`src/rtl/gpio_port_pkg.sv`:
```
package gpio_port_pkg;
  localparam int unsigned OFS_OUT    = 0;
  localparam int unsigned OFS_OUTSET = 1;
  localparam int unsigned OFS_OUTCLR = 2;
  localparam int unsigned OFS_IN     = 3;
  localparam int unsigned OFS_DIR    = 4;
  localparam int unsigned OFS_DIRSET = 5;
  localparam int unsigned OFS_DIRCLR = 6;
  localparam int unsigned OFS_FAULT  = 7;
  localparam int unsigned OFS_CFG    = 64;

  typedef enum logic [1:0] {
    PULL_NONE = 2'b00,
    PULL_DOWN = 2'b01,
    PULL_RSVD = 2'b10,
    PULL_UP   = 2'b11
  } pull_e;
endpackage

```
`src/rtl/gpio_pin_resolve.sv`:
```
module gpio_pin_resolve
  import gpio_port_pkg::*;
(
  input  logic  clk,
  input  logic  rst,
  input  logic  drive_dir,
  input  logic  drive_val,
  input  logic  ext_en,
  input  logic  ext_val,
  input  pull_e pull,
  output logic  level,
  output logic  pin_out,
  output logic  pin_oe,
  output logic  conflict
);
  logic level_nxt;

  // priority: own driver, external driver, pull, hold
  always_comb begin
    level_nxt = level;
    if (drive_dir)            level_nxt = drive_val;
    else if (ext_en)          level_nxt = ext_val;
    else if (pull == PULL_UP)   level_nxt = 1'b1;
    else if (pull == PULL_DOWN) level_nxt = 1'b0;
  end

  assign conflict = drive_dir & ext_en;

  always_ff @(posedge clk) begin
    if (rst) begin
      level   <= 1'b0;
      pin_out <= 1'b0;
      pin_oe  <= 1'b0;
    end else begin
      level   <= level_nxt;
      pin_out <= drive_dir & drive_val;
      pin_oe  <= drive_dir;
    end
  end

  assert_ext_follow_R4: assert property (@(posedge clk) disable iff (rst)
    (!drive_dir && ext_en) |=> (level == $past(ext_val)));
  assert_pull_up_R5: assert property (@(posedge clk) disable iff (rst)
    (!drive_dir && !ext_en && pull == PULL_UP) |=> level);
  assert_pull_down_R5: assert property (@(posedge clk) disable iff (rst)
    (!drive_dir && !ext_en && pull == PULL_DOWN) |=> !level);
  assert_self_drive_R7: assert property (@(posedge clk) disable iff (rst)
    drive_dir |=> (level == $past(drive_val)));
  assert_out_gated_R6: assert property (@(posedge clk) disable iff (rst)
    !drive_dir |=> (!pin_out && !pin_oe));
endmodule

```
`src/rtl/gpio_regs.sv`:
```
module gpio_regs
  import gpio_port_pkg::*;
#(
  parameter int unsigned NPINS  = 32,
  parameter int unsigned DW     = 32,
  parameter int unsigned ADDR_W = 7
) (
  input  logic                   clk,
  input  logic                   rst,
  input  logic                   we,
  input  logic                   re,
  input  logic [ADDR_W-1:0]      addr,
  input  logic [DW-1:0]          wdata,
  output logic [DW-1:0]          rdata,
  output logic                   rvalid,
  input  logic [NPINS-1:0]       level_i,
  input  logic [NPINS-1:0]       conflict_i,
  output logic [NPINS-1:0]       out_o,
  output logic [NPINS-1:0]       dir_o,
  output logic [NPINS-1:0][1:0]  pull_o
);
  logic [NPINS-1:0]      out_q, dir_q, disc_q, fault_q, fault_clr;
  logic [NPINS-1:0][1:0] pull_q;
  logic [NPINS-1:0]      wbits;
  logic [DW-1:0]         rd_word;

  assign wbits     = wdata[NPINS-1:0];
  assign fault_clr = (we && addr == ADDR_W'(OFS_FAULT)) ? wbits : '0;

  always_ff @(posedge clk) begin
    if (rst) begin
      out_q   <= '0;
      dir_q   <= '0;
      disc_q  <= '1;
      pull_q  <= '0;
      fault_q <= '0;
    end else begin
      fault_q <= (fault_q & ~fault_clr) | conflict_i;
      if (we) begin
        case (addr)
          ADDR_W'(OFS_OUT):    out_q <= wbits;
          ADDR_W'(OFS_OUTSET): out_q <= out_q | wbits;
          ADDR_W'(OFS_OUTCLR): out_q <= out_q & ~wbits;
          ADDR_W'(OFS_DIR):    dir_q <= wbits;
          ADDR_W'(OFS_DIRSET): dir_q <= dir_q | wbits;
          ADDR_W'(OFS_DIRCLR): dir_q <= dir_q & ~wbits;
          default: ;
        endcase
        for (int i = 0; i < NPINS; i++) begin
          if (addr == ADDR_W'(OFS_CFG + i)) begin
            dir_q[i]  <= wdata[0];
            disc_q[i] <= wdata[1];
            pull_q[i] <= wdata[3:2];
          end
        end
      end
    end
  end

  always_comb begin
    rd_word = '0;
    case (addr)
      ADDR_W'(OFS_OUT), ADDR_W'(OFS_OUTSET), ADDR_W'(OFS_OUTCLR):
        rd_word[NPINS-1:0] = out_q;
      ADDR_W'(OFS_IN):
        rd_word[NPINS-1:0] = level_i & ~disc_q;
      ADDR_W'(OFS_DIR), ADDR_W'(OFS_DIRSET), ADDR_W'(OFS_DIRCLR):
        rd_word[NPINS-1:0] = dir_q;
      ADDR_W'(OFS_FAULT):
        rd_word[NPINS-1:0] = fault_q;
      default: ;
    endcase
    for (int i = 0; i < NPINS; i++) begin
      if (addr == ADDR_W'(OFS_CFG + i)) begin
        rd_word[0]   = dir_q[i];
        rd_word[1]   = disc_q[i];
        rd_word[3:2] = pull_q[i];
      end
    end
  end

  always_ff @(posedge clk) begin
    if (rst) begin
      rdata  <= '0;
      rvalid <= 1'b0;
    end else begin
      rvalid <= re;
      if (re) rdata <= rd_word;
    end
  end

  assign out_o  = out_q;
  assign dir_o  = dir_q;
  assign pull_o = pull_q;

  assert_reset_state_R1: assert property (@(posedge clk)
    rst |=> (out_q == '0 && dir_q == '0 && fault_q == '0 && disc_q == '1));
  assert_dirset_R2: assert property (@(posedge clk) disable iff (rst)
    (we && addr == ADDR_W'(OFS_DIRSET)) |=> ((dir_q & $past(wbits)) == $past(wbits)));
  assert_dirclr_R2: assert property (@(posedge clk) disable iff (rst)
    (we && addr == ADDR_W'(OFS_DIRCLR)) |=> ((dir_q & $past(wbits)) == '0));
  assert_fault_sticky_R8: assert property (@(posedge clk) disable iff (rst)
    (conflict_i != '0) |=> ((fault_q & $past(conflict_i)) == $past(conflict_i)));
  assert_read_latency_R10: assert property (@(posedge clk) disable iff (rst)
    re |=> rvalid);
endmodule

```
`src/rtl/gpio_port.sv`:
```
module gpio_port
  import gpio_port_pkg::*;
#(
  parameter int unsigned NPINS  = 32,
  parameter int unsigned DW     = 32,
  parameter int unsigned ADDR_W = 7
) (
  input  logic              clk,
  input  logic              rst,
  input  logic              reg_we,
  input  logic              reg_re,
  input  logic [ADDR_W-1:0] reg_addr,
  input  logic [DW-1:0]     reg_wdata,
  output logic [DW-1:0]     reg_rdata,
  output logic              reg_rvalid,
  input  logic [NPINS-1:0]  ext_en,
  input  logic [NPINS-1:0]  ext_val,
  output logic [NPINS-1:0]  pin_out,
  output logic [NPINS-1:0]  pin_oe
);
  logic [NPINS-1:0]      level, conflict, out_l, dir_l;
  logic [NPINS-1:0][1:0] pull_l;

  gpio_regs #(.NPINS(NPINS), .DW(DW), .ADDR_W(ADDR_W)) u_regs (
    .clk        (clk),
    .rst        (rst),
    .we         (reg_we),
    .re         (reg_re),
    .addr       (reg_addr),
    .wdata      (reg_wdata),
    .rdata      (reg_rdata),
    .rvalid     (reg_rvalid),
    .level_i    (level),
    .conflict_i (conflict),
    .out_o      (out_l),
    .dir_o      (dir_l),
    .pull_o     (pull_l)
  );

  for (genvar g = 0; g < NPINS; g++) begin : g_pin
    gpio_pin_resolve u_pin (
      .clk       (clk),
      .rst       (rst),
      .drive_dir (dir_l[g]),
      .drive_val (out_l[g]),
      .ext_en    (ext_en[g]),
      .ext_val   (ext_val[g]),
      .pull      (pull_e'(pull_l[g])),
      .level     (level[g]),
      .pin_out   (pin_out[g]),
      .pin_oe    (pin_oe[g]),
      .conflict  (conflict[g])
    );
  end
endmodule

```
`config.mk`:
```
export PLATFORM = sky130hd
export DESIGN_NAME = gpio_port
export DESIGN_NICKNAME = d
export VERILOG_FILES = /design/src/rtl/gpio_port_pkg.sv /design/src/rtl/gpio_pin_resolve.sv /design/src/rtl/gpio_regs.sv /design/src/rtl/gpio_port.sv
export SDC_FILE = /design/constraint.sdc
export NUM_CORES = 1
export LEC_CHECK = 0
export BUFFER_PORTS_ARGS = -buffer_cell sky130_fd_sc_hd__buf_4
export CAP_MARGIN = 0
export CORE_MARGIN = 2
export CORE_UTILIZATION = 40
export DETAILED_ROUTE_END_ITERATION = 6
export GPL_TIMING_DRIVEN = 1
export PLACE_DENSITY = 0.66
export SYNTH_ARGS = -nofsm -noshare
export SYNTH_HDL_FRONTEND = slang
export SYNTH_HIERARCHICAL = 1
export SYNTH_SLANG_ARGS = --single-unit
export TNS_END_PERCENT = 1
```
`constraint.sdc`:
```
create_clock -name clk -period 5.5 [get_ports clk]
set_input_delay 0.825 -clock clk [delete_from_list [all_inputs] [get_ports clk]]
set_output_delay 0.825 -clock clk [all_outputs]
set_load 0.01 [all_outputs]
```
==> out/qor.csv <==
stage,metric,value,unit
setup_path,worst-setup-path-type,input port to flip-flop,
setup_path,worstSetupEndpointType,flip-flop,
synthesis,synth_top_area_share,40.1,%
cts,cts-root-buf,clkbuf_16,
run_status,violations,DRC,
setup_path,reg2reg_depth,6,
power,p_leak,0.00703,uW
timing,slew_headroom,11.8,%
synthesis,yosysUniqueCellTypes,79,
routing,viasPerCell,6.08,
cts,cts.clk_slew.worst_paths,0.06,ns
routing,first_pass_iters,7,
setup_path,crit_top_cell,buf_4,
placement,gp_congestion,0.966,
setup_path,crit_required,5.99,ns
power,p_sw,1350,uW
synthesis,yosys_warnings,6,
synthesis,synth.most_common_cell,dfxtp_1,
synthesis,ys_seq_elements,321,
layout,final_core_util,48.1,%
die,initial_utilization,40.4,%
run_status,status,finished with violations,
grt,grt_overflow,0,
synthesis,synth_top_area_cell,dfxtp_1,
timing,max_freq,301,MHz
setup_path,r2r-start,u_regs/dir_o[2],
setup_path,arrival,3.81,ns
timing,slew_viol_final,0,
timing,fin_skew,0.0178,ns
timing,finalSetupViolCount,0,
routing,drtIter0Drc,1431,
grt,antenna_found_initial,3,
timing,hold_viol_final,0,
timing,rsz0062_at_grt,false,
grt,grt_usage,27.4,%
setup_path,r2r_end,u_regs/rdata[2],
setup_path,worst-path-buf-inv,2,
synthesis,avgSynthCellArea,8.09,um^2
setup_path,cpPeakStageDelay,0.74,ns
setup_path,path_delay_family,simple AND/OR/NAND/NOR gates,
power,ir_drop,0.186,mV
hold_path,hp-start,u_regs/rdata[24],
synthesis,netlist_top_cells_area,"dfxtp_1, nand2_1, nor2_1",
power,power_frac_comb,8.9,%
synthesis,synthTopCellsByCount,"dfxtp_1, nand2_1, nor2_1",
power,clkPwrFrac,46.9,%
cts,cts_hold_buffers,0,
cts,cts_buffer_depth,3,
routing,vias,16200,
timing,setup_tns,0,ns
grt,grt_pass1_wl,89200,um
grt,grt_pass1_vias,15400,
routing,antenna_left,0,
timing,hold_ws,0.476,ns
hold_path,hp-class,flip-flop to flip-flop,
layout,areaGrowthSynthToFinish,18.9,%
die,die_area,41700,um^2
layout,largest_reg_flops,64,
synthesis,async_reset_ff_share,0,%
cts,cts_resized,0,
grt,grt_max_degree,139,
setup_path,cp_slowest_cell,nand2_1,
cts,tritoncts,yes,
setup_path,cp_cell_sequence,buf_4 > nand2_1 > buf_4 > nor3_2 > a221oi_1 > a21o_1 > nand4b_1 > o22ai_1,
setup_path,cp-start-kind,input port,
setup_path,worst-path-max-fanout,64,
cts,cts.sinks,321,
die,die_h,204,um
cts,postCtsSetupRepairBufs,0,
setup_path,reg2reg_setup_slack,3.35,ns
synthesis,synthCells,1982,
synthesis,synth.cell_area,16000,um^2
run,drv_cap,0,
layout,layout.nets,2217,
cts,cts_buffers,38,
hold_path,holdPathEnd,u_regs/rdata[24],
cts,clk_latency,0.56,ns
synthesis,synth_ff_type,dfxtp_1,
timing,period_needed,3.32,ns
placement,hpwlAfterDp,38500,um
timing,period_share,60.4,%
die,core_area,39600,um^2
synthesis,ys_seq_area_share,40.1,%
routing,routedWlPerCell,22.1,um
hold_path,hold_depth,2,
power,p_seq_share,44.2,%
layout,final_layout_size_suffix_gt1_share,15.7,%
die,die_w,204,um
die,rows,73,
synthesis,synth_edf_count,0,
power,switching_share,25.0,%
power,internal-power,4060,uW
timing,worst_slew_pin_slew,1.32,ns
routing,remaining_drc_errors,1,
die,boundaryPins,204,
power,power_density,284,nW/um^2
synthesis,syn_nets,2089,
cts,htree_levels,2,
layout,fillCellCount,3832,
power,power.total,5410,uW
routing,routed_wl,58900,um
placement,port_buffers,203,
-- final cells by class --
type                       instances  area [um^2]  area share, %
tap                              525          657           3.44
clock inverter                    11          116          0.610
clock buffer                      56         1130           5.92
timing repair buffer             225         1710           8.95
multi-input combinational       1480         8870           46.5
inverter                          44          165          0.866
antenna                            1         2.50         0.0131
sequential                       321         6430           33.7
-- cell families (layout without fill, tap and decap cells) --
group,after synthesis,count (layout),share of synthesized area (%)
AO/OA/AOI/OAI,552,552,22.9
buffers and inverters,181,336,4.80
other,0,1,0
multiplexers,67,67,4.42
AND/OR/NAND/NOR,861,861,27.8
flip-flops,321,321,40.1
-- how the worst max path moves through the flow --
stage	from	cells past startpoint	slack, ns	end
final	reg_addr[0]	8	2.18	u_regs/rdata[1]
after global routing	reg_addr[0]	8	2.03	u_regs/rdata[1]
after CTS	reg_addr[0]	8	2.31	u_regs/fault_q[9]
after detailed placement	reg_addr[0]	8	1.70	u_regs/rdata[1]
after global placement	reg_addr[0]	7	1.82	u_regs/rdata[13]
after floorplan	reg_addr[2]	7	3.01	u_regs/rdata[0]
-- metal layers --
metal	up-vias	wire length, um	global-route usage (%)
li1	7460	-	-
met1	7854	25000	35.4
met2	731	27500	44.8
met3	137	4210	4.80
met4	0	2240	11.7
met5	-	0	0
-- tightest hold or removal path, stage by stage, from the launching register on --
cell and delay, ns:
dfxtp_1 0.31, nor2_1 0.08, nor3_1 0.04
-- metrics by stage --
| stage | instances | setup slack [ns] | area [um^2] |
|---|---|---|---|
| CTS | 2662 | 2.31 | 19100 |
| global route | 2663 | 2.03 | 19100 |
| floorplan | 1982 | 3.01 | 16000 |
| detailed placement | 2595 | 1.70 | 17800 |
| finish | 2663 | 2.18 | 19100 |
| global placement | 2595 | 1.82 | 17800 |
-- cells in the final DEF (no fill, tap or decap), types with 8 or more instances in the layout --
master     synthesis  layout
a2111oi_0          9       9
a2111oi_1         50      50
a211oi_1          20      20
a21oi_1          140     140
a221oi_1          10      10
a22o_1            12      12
a22oi_1           53      53
and2_1            67      67
buf_4              5     223
clkbuf_1          88       8
clkbuf_16          0      39
clkbuf_8           0      10
dfxtp_1          321     321
inv_1             42      42
mux2_2            11      11
mux2i_1           54      54
nand2_1          236     235
nand3_1           50      50
nor2_1           227     225
nor2b_1           52      52
nor3_1            49      47
nor3b_1            9       9
nor3b_2           18      18
nor4_1            35      35
nor4b_1           33      33
o211ai_1          38      38
o21ai_0          113     113
o22ai_1           46      46
or2b_1            32      32
-- power groups by stage --
stage                     clock network (uW)  registers (uW)  logic, uW
final                                   2540            2390        482
after global placement                     0            2440        466
after floorplan                            0            2440        260
after global routing                    2670            2390        514
after detailed placement                   0            2440        474
after CTS                               2580            2390        475
(Power assumes the default switching activity.)
